--- src/rtl/rxring_pkg.sv ---
package rxring_pkg;
   // descriptor word 0
   localparam int OWN_BIT   = 31;
   localparam int LEN_LSB   = 16;
   localparam int LEN_W     = 14;
   localparam int FIRST_BIT = 9;
   localparam int LAST_BIT  = 8;
   // descriptor word 1
   localparam int EOR_BIT   = 31;
   localparam int SIZE_LSB  = 16;
   localparam int SIZE_W    = 12;
   localparam int BASE_W    = 16;

   typedef enum logic [2:0] {
      ST_STOP, ST_FETCH, ST_IDLE, ST_XFER, ST_CLOSE, ST_SUSP, ST_DROP
   } rx_state_e;
endpackage

--- src/rtl/rxring_miss_ctr.sv ---
module rxring_miss_ctr #(
   parameter int W        = 16,
   parameter bit SATURATE = 1'b1
) (
   input  logic         clk,
   input  logic         rst_n,
   input  logic         inc,
   input  logic         clr_rd,
   output logic [W-1:0] count
);
   logic [W-1:0] q;
   logic [W-1:0] q_inc;

   generate
      if (SATURATE) begin : g_sat
         assign q_inc = (&q) ? q : q + 1'b1;
      end else begin : g_wrap
         assign q_inc = q + 1'b1;
      end
   endgenerate

   always_ff @(posedge clk or negedge rst_n) begin
      if (!rst_n)      q <= '0;
      else if (clr_rd) q <= inc ? W'(1) : '0;
      else if (inc)    q <= q_inc;
   end

   assign count = q;
endmodule

--- src/rtl/rxring_desc_store.sv ---
module rxring_desc_store
   import rxring_pkg::*;
#(
   parameter int NUM_DESC = 4,
   parameter int BUF_AW   = 16,
   localparam int IDX_W   = $clog2(NUM_DESC)
) (
   input  logic              clk,
   input  logic              rst_n,
   // host side
   input  logic              host_we,
   input  logic [IDX_W-1:0]  host_idx,
   input  logic              host_word,
   input  logic [31:0]       host_wdata,
   output logic [31:0]       host_rdata,
   // engine side
   input  logic [IDX_W-1:0]  eng_idx,
   output logic              eng_own,
   output logic [BUF_AW-1:0] eng_base,
   output logic [SIZE_W-1:0] eng_size,
   output logic              eng_eor,
   input  logic              eng_we,
   input  logic [31:0]       eng_wdata
);
   logic [31:0] w0_q [NUM_DESC];
   logic [31:0] w1_q [NUM_DESC];

   always_ff @(posedge clk or negedge rst_n) begin
      if (!rst_n) begin
         for (int d = 0; d < NUM_DESC; d++) begin
            w0_q[d] <= '0;
            w1_q[d] <= '0;
         end
      end else begin
         for (int d = 0; d < NUM_DESC; d++) begin
            // engine close has priority over a host write to word 0
            if (eng_we && eng_idx == IDX_W'(d))
               w0_q[d] <= eng_wdata;
            else if (host_we && !host_word && host_idx == IDX_W'(d))
               w0_q[d] <= host_wdata;
            if (host_we && host_word && host_idx == IDX_W'(d))
               w1_q[d] <= host_wdata;
         end
      end
   end

   assign host_rdata = host_word ? w1_q[host_idx] : w0_q[host_idx];
   assign eng_own    = w0_q[eng_idx][OWN_BIT];
   assign eng_base   = w1_q[eng_idx][BUF_AW-1:0];
   assign eng_size   = w1_q[eng_idx][SIZE_LSB +: SIZE_W];
   assign eng_eor    = w1_q[eng_idx][EOR_BIT];
endmodule

--- src/rtl/rxring_fsm.sv ---
module rxring_fsm
   import rxring_pkg::*;
#(
   parameter int IDX_W  = 2,
   parameter int BUF_AW = 16
) (
   input  logic              clk,
   input  logic              rst_n,
   input  logic              start,
   input  logic              flush_dis,
   input  logic              poll,
   input  logic              rx_valid,
   input  logic              rx_last,
   input  logic              rx_arrive,
   output logic              rx_ready,
   output logic [IDX_W-1:0]  cur_idx,
   input  logic              d_own,
   input  logic [BUF_AW-1:0] d_base,
   input  logic [SIZE_W-1:0] d_size,
   input  logic              d_eor,
   output logic              dw_we,
   output logic [31:0]       dw_data,
   output logic              buf_we,
   output logic [BUF_AW-1:0] buf_addr,
   output logic              sts_done,
   output logic              sts_unavail,
   output logic              miss_inc,
   output logic              dropping,
   output logic              suspended
);
   rx_state_e         state;
   logic [IDX_W-1:0]  cur;
   logic [BUF_AW-1:0] base;
   logic [SIZE_W-1:0] size, cnt;
   logic [LEN_W-1:0]  flen;
   logic              eor, seg_first, last_seg, mid, requeue, from_susp;
   logic              pop, drop_go, wake;

   assign rx_ready    = (state == ST_XFER) || (state == ST_DROP);
   assign pop         = rx_ready && rx_valid;
   assign buf_we      = (state == ST_XFER) && rx_valid;
   assign buf_addr    = base + BUF_AW'(cnt);
   assign cur_idx     = cur;
   assign dw_we       = (state == ST_CLOSE);
   assign drop_go     = (state == ST_FETCH) && !d_own && from_susp && !mid
                        && !flush_dis && rx_valid;
   assign sts_unavail = (state == ST_FETCH) && !d_own && !drop_go;
   assign sts_done    = (state == ST_CLOSE) && last_seg;
   assign miss_inc    = (state == ST_DROP) && rx_valid && rx_last;
   assign dropping    = (state == ST_DROP);
   assign suspended   = (state == ST_SUSP);
   assign wake        = rx_arrive || poll || (requeue && rx_valid);

   always_comb begin
      dw_data            = '0;
      dw_data[FIRST_BIT] = seg_first;
      dw_data[LAST_BIT]  = last_seg;
      if (last_seg) dw_data[LEN_LSB +: LEN_W] = flen;
   end

   always_ff @(posedge clk or negedge rst_n) begin
      if (!rst_n) begin
         state     <= ST_STOP;
         cur       <= '0;
         base      <= '0;
         size      <= '0;
         cnt       <= '0;
         flen      <= '0;
         eor       <= 1'b0;
         seg_first <= 1'b0;
         last_seg  <= 1'b0;
         mid       <= 1'b0;
         requeue   <= 1'b0;
         from_susp <= 1'b0;
      end else begin
         unique case (state)
            ST_STOP: if (start) begin
               state     <= ST_FETCH;
               from_susp <= 1'b0;
            end
            ST_FETCH: begin
               requeue <= 1'b0;
               if (d_own) begin
                  base  <= d_base;
                  size  <= d_size;
                  eor   <= d_eor;
                  cnt   <= '0;
                  state <= mid ? ST_XFER : ST_IDLE;
               end else if (drop_go) begin
                  state <= ST_DROP;
               end else begin
                  state <= ST_SUSP;
               end
            end
            ST_IDLE: begin
               if (!start) state <= ST_STOP;
               else if (rx_valid) begin
                  state     <= ST_XFER;
                  flen      <= '0;
                  seg_first <= 1'b1;
               end
            end
            ST_XFER: if (pop) begin
               cnt  <= cnt + 1'b1;
               flen <= flen + 1'b1;
               if (rx_last) begin
                  last_seg <= 1'b1;
                  state    <= ST_CLOSE;
               end else if (cnt + 1'b1 == size) begin
                  last_seg <= 1'b0;
                  state    <= ST_CLOSE;
               end
            end
            ST_CLOSE: begin
               cur       <= eor ? '0 : cur + 1'b1;
               mid       <= !last_seg;
               seg_first <= 1'b0;
               from_susp <= 1'b0;
               state     <= ST_FETCH;
            end
            ST_SUSP: begin
               if (wake) begin
                  state     <= ST_FETCH;
                  from_susp <= 1'b1;
               end else if (!start && !mid) begin
                  state <= ST_STOP;
               end
            end
            ST_DROP: if (pop && rx_last) begin
               requeue <= 1'b1;
               state   <= ST_SUSP;
            end
            default: state <= ST_STOP;
         endcase
      end
   end
endmodule

--- src/rtl/rxring_dma.sv ---
module rxring_dma
   import rxring_pkg::*;
#(
   parameter int NUM_DESC = 4,
   parameter int BUF_AW   = 16,
   parameter int DATA_W   = 8,
   parameter int MISS_W   = 16,
   parameter bit MISS_SAT = 1'b1,
   localparam int IDX_W   = $clog2(NUM_DESC),
   localparam int HA_W    = IDX_W + 2
) (
   input  logic              clk,
   input  logic              rst_n,
   input  logic              start,
   input  logic              flush_dis,
   input  logic              poll,
   input  logic              hp_wr,
   input  logic              hp_rd,
   input  logic [HA_W-1:0]   hp_addr,
   input  logic [31:0]       hp_wdata,
   output logic [31:0]       hp_rdata,
   input  logic              rx_valid,
   input  logic [DATA_W-1:0] rx_data,
   input  logic              rx_last,
   input  logic              rx_arrive,
   output logic              rx_ready,
   output logic              buf_we,
   output logic [BUF_AW-1:0] buf_addr,
   output logic [DATA_W-1:0] buf_wdata,
   output logic              sts_done,
   output logic              sts_unavail
);
   initial begin
      assert (NUM_DESC >= 2 && (1 << IDX_W) == NUM_DESC)
         else $error("NUM_DESC must be a power of two of at least 2");
      assert (BUF_AW >= 1 && BUF_AW <= BASE_W)
         else $error("BUF_AW must fit the word 1 base field");
      assert (MISS_W >= 1 && MISS_W <= 32)
         else $error("MISS_W must be 1..32");
   end

   logic              ctr_sel, cnt_rd;
   logic [IDX_W-1:0]  host_idx, cur_idx;
   logic [31:0]       host_word_data, dw_data;
   logic              d_own, d_eor, dw_we, miss_inc, drop_act, in_susp;
   logic [BUF_AW-1:0] d_base;
   logic [SIZE_W-1:0] d_size;
   logic [MISS_W-1:0] miss_cnt;
   logic [31:0]       rdata_q;

   assign ctr_sel   = hp_addr[HA_W-1];
   assign host_idx  = hp_addr[IDX_W:1];
   assign cnt_rd    = hp_rd && ctr_sel;
   assign buf_wdata = rx_data;

   rxring_desc_store #(.NUM_DESC(NUM_DESC), .BUF_AW(BUF_AW)) u_store (
      .clk, .rst_n,
      .host_we   (hp_wr && !ctr_sel),
      .host_idx  (host_idx),
      .host_word (hp_addr[0]),
      .host_wdata(hp_wdata),
      .host_rdata(host_word_data),
      .eng_idx   (cur_idx),
      .eng_own   (d_own),
      .eng_base  (d_base),
      .eng_size  (d_size),
      .eng_eor   (d_eor),
      .eng_we    (dw_we),
      .eng_wdata (dw_data)
   );

   rxring_fsm #(.IDX_W(IDX_W), .BUF_AW(BUF_AW)) u_fsm (
      .clk, .rst_n, .start, .flush_dis, .poll,
      .rx_valid, .rx_last, .rx_arrive, .rx_ready,
      .cur_idx, .d_own, .d_base, .d_size, .d_eor,
      .dw_we, .dw_data, .buf_we, .buf_addr,
      .sts_done, .sts_unavail,
      .miss_inc, .dropping(drop_act), .suspended(in_susp)
   );

   rxring_miss_ctr #(.W(MISS_W), .SATURATE(MISS_SAT)) u_miss (
      .clk, .rst_n, .inc(miss_inc), .clr_rd(cnt_rd), .count(miss_cnt)
   );

   always_ff @(posedge clk or negedge rst_n) begin
      if (!rst_n)     rdata_q <= '0;
      else if (hp_rd) rdata_q <= ctr_sel ? 32'(miss_cnt) : host_word_data;
   end
   assign hp_rdata = rdata_q;
endmodule

--- config.mk ---
export PLATFORM = sky130hd
export DESIGN_NAME = rxring_dma
export DESIGN_NICKNAME = d
export VERILOG_FILES = /design/src/rtl/rxring_pkg.sv /design/src/rtl/rxring_miss_ctr.sv /design/src/rtl/rxring_desc_store.sv /design/src/rtl/rxring_fsm.sv /design/src/rtl/rxring_dma.sv
export SDC_FILE = /design/constraint.sdc
export NUM_CORES = 1
export LEC_CHECK = 0
export BUFFER_PORTS_ARGS = -buffer_cell sky130_fd_sc_hd__clkbuf_2
export CORE_MARGIN = 2
export CORE_UTILIZATION = 64
export CTS_CLUSTER_DIAMETER = 200
export DETAILED_ROUTE_END_ITERATION = 10
export GPL_TIMING_DRIVEN = 0
export PLACE_DENSITY = 0.85
export REMOVE_ABC_BUFFERS = 1
export SLEW_MARGIN = 10
export SYNTH_ARGS = -nofsm -noshare
export SYNTH_HDL_FRONTEND = slang
export SYNTH_SLANG_ARGS = --single-unit
--- constraint.sdc ---
create_clock -name clk -period 5.5 [get_ports clk]
set_clock_uncertainty 0.1 [all_clocks]
set_input_delay 0 -clock clk [delete_from_list [all_inputs] [get_ports clk]]
set_output_delay 0 -clock clk [all_outputs]
set_load 0.005 [all_outputs]
After elaboration in Yosys (flattened, before gate mapping)
Index checks and enable logic that the tools add are counted.

Bits in registers: 369. Input bits: 54. Word-level logic and storage cells: 178. Output and inout port bits: 60.

Reduce and logical (&&, ||, !) cells: 65. Add/sub/neg operators: 5. Bitwise logic cells: 2. Equality and inequality tests: 24. Multiplexer cells: 58. Order comparisons: 2.

Operators by type and width (number): $mux W32 (18); $bmux W32 S2 (4); $mux W14 (4); $mux W16 (3); $logic_and A1 B1 Y1 (30); $mux W3 (10); $pmux W14 S2 (1); $mux W12 (2); $pmux W12 S2 (1); $pmux W3 S7 (1); $reduce_bool A2 Y1 (10); $add A16 B1 Y16 const B (1); $add A16 B12 Y16 (1); $reduce_and A16 Y1 (1); $add A14 B1 Y14 const B (1); $add A12 B1 Y12 const B (1); $eq A12 B12 Y1 (1); $reduce_and A3 Y1 (4); $eq A3 B3 Y1 const B (3); $mux W1 (9); $eq A2 B2 Y1 const B (4); $logic_not A1 Y1 (8); $ne A2 B1 Y1 const B (4); $ne A2 B2 Y1 const B (4); other kinds (18) (30).

Depth between registers and ports, before layout
Gate-level depths: netlist (run 1).

Word-level depth: 13. Depth in mapped cells: 9. Gate-level depth less buffers: 9.

Cells and area by module
From an unflattened synthesis (run 1), not the netlist that was laid out.

Cells, all modules: 1657. Area total of the unflattened synthesis: 19815.3 um^2.

By module, submodules not included: rxring_desc_store (area an instance 13355.3 um^2, sequential area each 6406.1 um^2, instances 1, cells each 991); rxring_fsm (area an instance 4031.4 um^2, sequential area each 1626.6 um^2, instances 1, cells each 422); rxring_dma (area an instance 1505.2 um^2, sequential area each 800.8 um^2, instances 1, cells each 147); rxring_miss_ctr (area an instance 923.4 um^2, sequential area each 400.4 um^2, instances 1, cells each 97).

Worst setup path after synthesis (run 1)
No wires, ideal clock.

Kind: flip-flop to output port. Start: register u_fsm.cnt[0]. End: output buf_addr[12]. Data arrival time: 2254 ps. Required time: 5400 ps. Buffers on the path: 0. Setup slack: 3146 ps. Stages on the path, launching flop included: 10. Cell sequence: dfrtp_1 ha_1 inv_1 fa_1 nor2b_1 o31a_1 o211ai_1 a21oi_1 nor4_1 a311o_1.

Word-level cells in the longest chain between the ends: 1.

RTL lines: start: declaration (line rxring_fsm.sv:34) `logic [SIZE_W-1:0] size, cnt;`; start signal: assignment (line rxring_fsm.sv:104) `cnt <= cnt + 1'b1;`; $add A16 B12 Y16 (line rxring_fsm.sv:42) `assign buf_addr = base + BUF_AW'(cnt);`; end: declaration (line rxring_dma.sv:28) `output logic [BUF_AW-1:0] buf_addr,`.

No other way between the ends.

Final worst setup path (run 1)
Same ends and word-level chain as after synthesis.

==> flow_summary.toml, run 1 <==
[grt]
first_global_vias = 15230
grt_util_all_layers = 0.3547
grt_max_degree = 98
grt_overflow_total = 0
antenna_found_initial = 1
grt_pass1_wl_um = 85110

[clock_tree]
cts-root-buf = "clkbuf_16"
htreeDepth = 2
clkLatencyLatePin_ps = 540
cts_tree = "done"
cts.sinks = 369
cts-buffers-inserted = 37
clock_tree.buffer_depth = 3
clkTransAtPathRegs_ps = 60

[synthesis]
yosys.area_share.adder = 0.01411
syn_area_per_cell_sq_um = 11.63
synthSimpleGateAreaFrac = 0.09898
synth_cell_types = 68
async_reset_ff_frac = 1.000
synth_compound_area_frac = 0.08036
yosysSeqAreaShare = 0.4822
synth_edf_count = 0
synth_xor_area_frac = 0.02228
synth_top_flop_cell = "dfrtp_1"
synth_mux_area_frac = 0.2646
yosysWarnings = 0
synthCells = 1647
synth_area_sq_um = 19150
synth_top_family_by_area = "multiplexers"
ys_ff_latch = 369

[floorplan]
start_util = 0.6479
dieHeight_um = 177.0
die_x_um = 177.0
die-area_sq_um = 31320
core_area_sq_um = 29560
num_rows = 63
io_pins = 114

[timing]
timing.hold.ws_ps = -4.762
fin_setup_tns_ps = 0
setup_violations = 0
worst_pin_slew_ps = 1267
timing.fmax_mhz = 293.1
fin_ws_ps = 2088
hold_violations = 4
drv_slew = 0
rsz0062_at_grt = "false"
finalCriticalPeriod_ps = 3412
slew_headroom = 0.1548
min_period_over_period = 0.6204

[worst_hold_path]
min_path_type = "primary input to async pin"

[detailed_routing]
finalWirelength_um = 54390
num_vias = 14840
vias_per_cell = 6.936
wire_per_inst_um = 25.42
firstDrtPassIters = 6
first_iter_violations = 1982
final_antenna_net_count = 0
post-route-drc-count = 0

[placement]
place.detailed.hpwl_um = 32270
io_buffers = 97
dp.cells = 2028
place_area_sq_um = 20130
dp_worst_setup_slack_ps = 2650
routabilityCongestion = 0.8584

[power]
powerDensity_nw_per_um2 = 446.8
p_leak_nw = 9.817
power_mw = 9.755
ir_worst_vdd_mv = 0.2561

[worst_setup_path]
cp_max_fo = 9
critPathLaunchType = "register"
worstPathRequired_ps = 5400
end_kind = "output port"
crit_arrival_ps = 3310
crit_type = "register to output port"

[layout]
drive_above_1_share = 0.2687
seq_area_sq_um = 9238
final_cells = 2140
area_growth_pct = 14.01
nFillCells = 1731
postLayoutCellArea_sq_um = 21830
fin_nets = 1800
multi_input_area_sq_um = 9233
utilization = 0.7386

[outcome]
violations = "negative hold slack"
status = "finished with violations"

[flow_run]
max-cap-violations = 0
-- flip-flops by register name, summed over array words and instances (netlist names) --
name,count
u_fsm.last_seg,1
u_fsm.cnt,12
u_fsm.from_susp,1
u_fsm.base,16
u_fsm.state,3
u_fsm.size,12
u_fsm.flen,14
u_store.w1_q,128
hp_rdata,32
u_fsm.mid,1
u_fsm.seg_first,1
u_miss.count,16
u_store.w0_q,128
u_fsm.cur_idx,2
u_fsm.eor,1
u_fsm.requeue,1
-- cell usage after synthesis (all sizes together), types with 2 or more instances --
master	instances	area share
nor2b	5	0.0016
nor3	14	0.0039
a22oi	2	0.00078
a21oi	77	0.020
and3b	4	0.0018
a41oi	4	0.0022
a31oi	6	0.0020
nor4	3	0.00098
o211ai	7	0.0027
nand2b	9	0.0029
or2	3	0.00098
or3	4	0.0013
mux2	174	0.10
mux4	94	0.11
a211oi	4	0.0016
xor2	29	0.013
and4	5	0.0023
and3	5	0.0016
nor2	63	0.012
buf	72	0.020
clkbuf	57	0.011
o21a	9	0.0035
o22ai	16	0.0052
xnor2	17	0.0078
dfrtp	369	0.48
o31ai	2	0.00078
o2111ai	5	0.0023
mux2i	99	0.052
inv	34	0.0067
nand4	13	0.0046
nand3b	4	0.0016
o21ai	124	0.032
nor3b	2	0.0010
nand3	71	0.019
o41ai	2	0.00091
and2	8	0.0026
ha	20	0.013
nand2	192	0.038
a22o	2	0.00091
-- worst paths after layout --
kind | start | to | slack, ps | depth (start not counted)
max | u_fsm.cnt[0] | buf_addr[12] | 2090 | 10
min | rst_n | u_store.w1_q[19] | -5 | 3
max reg2reg | u_fsm.state[0] | u_fsm.flen[11] | 2580 | 8
min reg2reg | hp_rdata[5] | hp_rdata[5] | 410 | 1
max in group asynchronous | rst_n | u_store.w0_q[44] | 4500 | 4
min in group clk | rx_arrive | u_fsm.state[0] | 30 | 7
-- metal layers --
layer / global-route usage / wire length (um) / vias up
li1: - / - / 6105
met4: 0.1918 / 2873 / 0
met1: 0.4502 / 19670 / 7415
met3: 0.08892 / 5577 / 276
met5: 0 / 0 / -
met2: 0.5647 / 26270 / 1046
-- where the power goes --
part | switching, mW | leakage (nW) | internal (mW) | total (mW)
registers | 0.741 | 4.68 | 3.56 | 4.30
clock network | 1.08 | 0.594 | 1.47 | 2.55
logic | 1.38 | 4.54 | 1.52 | 2.90
total | 3.20 | 9.82 | 6.55 | 9.75
-- layout by cell type, fill, tap and decap left out, types with 4 or more instances in the layout --
cell | synthesis | final
nand3_1 | 70 | 68
a211oi_1 | 4 | 4
o2111ai_1 | 5 | 5
buf_12 | 0 | 11
clkbuf_8 | 0 | 10
mux2_2 | 174 | 174
clkbuf_16 | 0 | 38
clkinv_2 | 0 | 5
o211ai_1 | 7 | 7
o21a_1 | 9 | 9
nor2_1 | 62 | 60
nor3_1 | 13 | 13
nor2b_1 | 5 | 5
buf_16 | 0 | 12
and4_1 | 5 | 5
clkbuf_2 | 0 | 93
or3_1 | 4 | 4
and2_2 | 0 | 4
a21oi_1 | 77 | 77
clkbuf_1 | 57 | 8
nand2b_1 | 9 | 9
dfrtp_1 | 369 | 366
xor2_1 | 29 | 29
o22ai_1 | 16 | 16
and3_1 | 5 | 5
nand4_1 | 12 | 12
xnor2_1 | 17 | 17
dlygate4sd3_1 | 0 | 47
ha_1 | 20 | 20
mux2i_1 | 99 | 99
a31oi_1 | 6 | 6
nand2_1 | 192 | 189
mux4_2 | 94 | 94
o21ai_0 | 119 | 119
nand3b_1 | 4 | 4
inv_1 | 33 | 33
o21ai_1 | 5 | 5
-- repair_timing --
item / 4_1_cts / 5_1_grt
hold buffers: 48 / 0
resized for setup: 0 / 0
endpoints found under the setup margin: 0 / 0
hold endpoints to repair: 558 / 0
buffers inserted: 0 / 0
-- cell families (layout without fill, tap and decap cells) --
logic type               after synthesis  count (layout)
AO/OA/AOI/OAI                        270             270
adder cells (fa/ha/maj)               21              21
XOR/XNOR                              47              47
multiplexers                         367             367
other                                  0               1
flip-flops                           369             369
buffers and inverters                163             265
AND/OR/NAND/NOR                      410             410
-- critical path, cell delays in order, from the launching register on --
cell	delay [ps]
dfrtp_1	570
ha_1	260
inv_1	70
fa_1	450
nor2b_1	170
o31a_1	230
o211ai_1	150
a21oi_1	330
nor4_1	90
a311o_1	350
clkbuf_2	120
-- cell type report --
cell class,instances,share of cell area
Multi-Input combinational cell,1115,0.4229
Sequential cell,369,0.4231
Tap cell,390,0.02235
Clock inverter,9,0.005043
Inverter,34,0.005845
Antenna cell,1,0.0001146
Timing Repair Buffer,168,0.07072
Clock buffer,54,0.04997
Note: power is estimated with default switching activity, not from simulation.
==> run 2: changes to the inputs <==
Settings changed: CORE_UTILIZATION 64 to 62, PLACE_DENSITY 0.85 to 0.83.
Clock period 5.5 ns to 3.3 ns, I/O delays scaled along.
==> run 2 against run 1 <==
Net effect:
- the flow now finishes without violations
- critical path depth down 2
- core utilization decreased by 2.4 points
- sequential cell count unchanged
- power up 65%
- critical path type unchanged
- critical endpoint is now buf_addr[14]
- highest routed layer unchanged
==> flow_summary.toml, run 2 (synthesized netlist as in run 1, its figures left out) <==
[clock_tree]
cts_tree = "done"
cts-buffers-inserted = 39
cts-root-buf = "clkbuf_16"
clkLatencyLatePin_ps = 530
clkTransAtPathRegs_ps = 60
clock_tree.buffer_depth = 3
htreeDepth = 2
cts.sinks = 369

[timing]
setup_violations = 0
slew_headroom = 0.2166
drv_slew = 0
rsz0062_at_grt = "true"
timing.fmax_mhz = 313.5
finalCriticalPeriod_ps = 3190
min_period_over_period = 0.9666
hold_violations = 0
worst_pin_slew_ps = 1174
fin_ws_ps = 110.2

[floorplan]
die_x_um = 179.8
start_util = 0.6277
dieHeight_um = 179.8
num_rows = 64
io_pins = 114
die-area_sq_um = 32310
core_area_sq_um = 30510

[layout]
mostFrequentLayoutCell = "dfrtp_1"
seq_area_sq_um = 9241
final_cell_mix = "dfrtp_1, nand2_1, mux2_2"
nFillCells = 1912
area_growth_pct = 13.92
drive_above_1_share = 0.2674
multi_input_area_sq_um = 9264
fin_nets = 1802
utilization = 0.7151

[grt]
antenna_found_initial = 2
grt_pass1_wl_um = 79620
grt_overflow_total = 0
grt_util_all_layers = 0.3111
first_global_vias = 14780
grt_max_degree = 107

[worst_setup_path]
crit_path_cell_trace = "ha_1 > nor2b_1 > o31a_1 > o211ai_1 > a21oi_2 > or4b_1 > nand3_1 > clkbuf_2"
path_delay_family = "compound AO/OA/AOI/OAI gates"
cp_num_buf_inv = 1
worstPathRequired_ps = 3200
cp_slowest_cell = "dfrtp_1"
crit_type = "register to output port"
reg2reg_to = "u_fsm.size[8]"
r2r_start = "u_fsm.cur_idx[0]"
crit_arrival_ps = 3090
cp_max_fo = 9
critPathLaunchType = "register"
worst-r2r-setup-slack_ps = 280
end_kind = "output port"
cpPeakStageDelay_ps = 510
reg2regPathDepth = 3

[detailed_routing]
wire_per_inst_um = 23.55
post-route-drc-count = 0
first_iter_violations = 1625
firstDrtPassIters = 5
finalWirelength_um = 50590
vias_per_cell = 6.701
num_vias = 14390
final_antenna_net_count = 0

[outcome]
status = "complete, no violations"

[worst_hold_path]
holdPathEnd = "u_fsm.state[0]"
min_from = "rx_arrive"
holdPathStages = 7
min_path_type = "primary input to register"

[placement]
dp_worst_setup_slack_ps = 291.7
routabilityCongestion = 0.8661
io_buffers = 97
place.detailed.hpwl_um = 30930

[power]
p_leak_nw = 9.780
powerDensity_nw_per_um2 = 735.6
power_mw = 16.05
ir_worst_vdd_mv = 0.3932

[flow_run]
max-cap-violations = 0
run 2: per-layer routing:
layer  global-route usage  routed length [um]  part of all wire
met4               0.1343                2018             0.040
met1               0.4078               19270              0.38
met2               0.5133               24950              0.49
met3              0.05794                4347             0.086
met5                    0                   0                 0
run 2: power breakdown:
group | total [mW] | leakage (nW) | internal (mW) | switching, mW
sequential | 7.17 | 4.68 | 5.94 | 1.23
clock | 4.27 | 0.593 | 2.52 | 1.75
combinational | 4.62 | 4.51 | 2.51 | 2.10
total | 16.0 | 9.78 | 11.0 | 5.08
run 2: layout make-up:
type | instances | share of cell area
Timing Repair Buffer | 168 | 0.06756
Inverter | 34 | 0.005850
Sequential cell | 369 | 0.4236
Clock inverter | 8 | 0.005449
Antenna cell | 2 | 0.0002294
Clock buffer | 56 | 0.04995
Multi-Input combinational cell | 1115 | 0.4246
Tap cell | 396 | 0.02271
run 2: worst register-to-register path: cells and delay by family (launching register included):
family        cells  cell delay, ps
simple gates      1             680
flops             1             940
mux               2            1190
run 2: worst max-delay path by stage:
| stage | startpoint | end | slack, ps | cells after the start |
|---|---|---|---|---|
| floorplan | u_fsm.cur_idx[0] | u_fsm.base[0] | -90 | 3 |
| global placement | rst_n | hp_rdata[14] | -5790 | 1 |
| detailed placement | u_fsm.cur_idx[0] | u_fsm.size[11] | 290 | 3 |
| CTS | u_fsm.cnt[2] | buf_addr[15] | 70 | 8 |
| global route | u_fsm.cnt[0] | buf_addr[12] | -8 | 10 |
| finish | u_fsm.cnt[2] | buf_addr[14] | 110 | 8 |
run 2: stage by stage:
stage / hold slack (ps) / std cells / area [sq um] / setup TNS, ps
final: 22.68 / 2148 / 21820 / 0
after global routing: 110.4 / 2147 / 21810 / -8.033
after CTS: 9.085 / 2144 / 21780 / 0
after detailed placement: -99.94 / 2030 / 20050 / 0
after global placement: -99.94 / 2011 / 19540 / -2583450
after floorplan: -395.6 / 1518 / 18560 / -2739
run 2: timing repair:
item,in CTS,in global routing
hold buffers,50,0
resized for setup,2,2
setup buffers,0,2
pin swaps,0,1
endpoints found under the hold margin,525,0
endpoints found under the setup margin,1,4
==> run 3: changes to the inputs <==
Settings changed: REMOVE_ABC_BUFFERS 1 to not set.
==> run 3 against run 2 <==
Net effect:
- the flow now finishes with violations (negative hold slack)
- power grew 3.2%
- sequential power fell by 2%
- final area increased by 0.79%
- global-route usage is 3.3 points higher
- routed wire length up 8.5%
- largest power group unchanged
- sequential cell count stayed put
- hold slack got worse by 49 ps
- core utilization increased by 0.57 points
- first-iteration DRC count up 6.4%
- critical endpoint is now u_store.w0_q[109]
- combinational power up 8.7%
- die area unchanged
==> flow_summary.toml, run 3 (synthesized netlist as in run 1, its figures left out) <==
[outcome]
status = "finished with violations"
violations = "negative hold slack"

[layout]
seq_area_sq_um = 9235
mostFrequentLayoutCell = "dfrtp_1"
nFillCells = 1994
drive_above_1_share = 0.2738
utilization = 0.7207
multi_input_area_sq_um = 9203
fin_nets = 1910
final_cell_mix = "dfrtp_1, nand2_1, mux2_2"
area_growth_pct = 14.82

[placement]
dp_worst_setup_slack_ps = 378.6
routabilityCongestion = 0.9338
place.detailed.hpwl_um = 37070
io_buffers = 101

[synthesis]
syn-num-nets = 1722

[power]
clkPwrFrac = 0.273
p_leak_nw = 9.955
power.internal_mw = 11.07
power.switching_mw = 5.487
ir_worst_vdd_mv = 0.4480
powerDensity_nw_per_um2 = 753.0
power.share.combinational = 0.303
p_sw_frac = 0.3314
share_seq_of_total_power = 0.424

[detailed_routing]
finalWirelength_um = 54900
num_vias = 14990
final_antenna_net_count = 0
post-route-drc-count = 0
wire_per_inst_um = 24.29
first_iter_violations = 1729
vias_per_cell = 6.632
firstDrtPassIters = 7

[timing]
drv_slew = 0
worst_pin_slew_ps = 1124
fin_ws_ps = 250.2
rsz0062_at_grt = "false"
hold_violations = 25
timing.fmax_mhz = 327.9
timing.hold.ws_ps = -26.68
slew_headroom = 0.2507
setup_violations = 0
finalCriticalPeriod_ps = 3050
min_period_over_period = 0.9242

[worst_hold_path]
min_path_type = "primary input to async pin"

[clock_tree]
clock_tree.buffer_depth = 3
clkTransAtPathRegs_ps = 60
cts-buffers-inserted = 39
cts.sinks = 369
htreeDepth = 2
cts-root-buf = "clkbuf_16"
cts_tree = "done"
clkLatencyLatePin_ps = 540

[worst_setup_path]
crit_arrival_ps = 3400
end_kind = "register"
worst-r2r-setup-slack_ps = 250
worstPathRequired_ps = 3650
critPathLaunchType = "register"
cp_max_fo = 10
crit_type = "register to register"

[grt]
antenna_found_initial = 4
first_global_vias = 15370
grt_util_all_layers = 0.3443
grt_pass1_wl_um = 86970
grt_max_degree = 107
grt_overflow_total = 0

[floorplan]
dieHeight_um = 179.8
die_x_um = 179.8
io_pins = 114
die-area_sq_um = 32310
num_rows = 64
start_util = 0.6277
core_area_sq_um = 30510

[flow_run]
max-cap-violations = 0
run 3: cell types whose count changed in the layout (fill, tap and decap cells not counted), moves of 4 or more:
cell	change
and2_1	+4
buf_12	-7
clkbuf_1	+50
clkinvlp_4	+4
buf_16	-7
buf_2	+46
and2_2	-4
buf_4	+13
buf_1	+13
clkbuf_2	+7
dlygate4sd3_1	-8
run 3: layer usage:
| layer | vias to the layer above | track usage | wire length [um] |
|---|---|---|---|
| li1 | 6351 | - | - |
| met2 | 904 | 0.5251 | 25530 |
| met1 | 7506 | 0.4543 | 20600 |
| met5 | - | 0 | 24 |
| met4 | 4 | 0.1737 | 2792 |
| met3 | 224 | 0.1007 | 5947 |
run 3: power by group through the flow:
stage          clock network, mW  logic, mW  registers, mW
3_3_place_gp                   0       4.60           6.85
5_1_grt                     4.69       5.44           7.15
3_5_place_dp                   0       4.80           6.98
6_report                    4.52       5.02           7.02
4_1_cts                     4.53       4.94           6.95
2_1_floorplan                  0       3.41           6.61
run 3: worst paths after layout:
check / from / endpoint / cells past startpoint
worst min register to register: u_store.w1_q[93] / u_store.w1_q[93] / 1
worst max-delay path: u_fsm.cur_idx[0] / u_store.w0_q[109] / 8
min in group clk: rx_valid / u_fsm.cnt[7] / 5
worst min-delay path: rst_n / u_store.w1_q[87] / 2
max in group asynchronous: rst_n / u_fsm.cnt[0] / 4
worst max register to register: u_fsm.cur_idx[0] / u_store.w0_q[109] / 8
run 3: area by class of cell:
cell class	instances	share of cell area
Inverter	34	0.005804
Clock buffer	52	0.05076
Antenna cell	1	0.0001138
Multi-Input combinational cell	1115	0.4185
Sequential cell	369	0.4200
Buffer	129	0.02686
Timing Repair Buffer	147	0.04649
Tap cell	396	0.02253
Clock inverter	17	0.008934
run 3: worst max-delay path, cell delays in order (launching register included):
cell     delay (ps)
dfrtp_1         380
buf_2           220
buf_1           850
inv_1           240
ha_1            260
and2_1          150
buf_2           210
buf_1           320
a21oi_1         230
run 3: metrics by stage:
stage / area [sq um] / TNS [ps] / power (mW) / instances
after floorplan: 19150 / 0 / 10.02 / 1647
after global placement: 20150 / -2101560 / 11.45 / 2144
after detailed placement: 20240 / 0 / 11.78 / 2147
after CTS: 21970 / 0 / 16.41 / 2257
after global routing: 21990 / 0 / 17.28 / 2260
final: 21990 / 0 / 16.56 / 2260
run 3: timing repair:
item	in CTS	in global routing
setup endpoints to repair	0	2
gates resized for setup	0	2
setup buffers	0	2
hold endpoints to repair	358	0
hold buffers	41	0
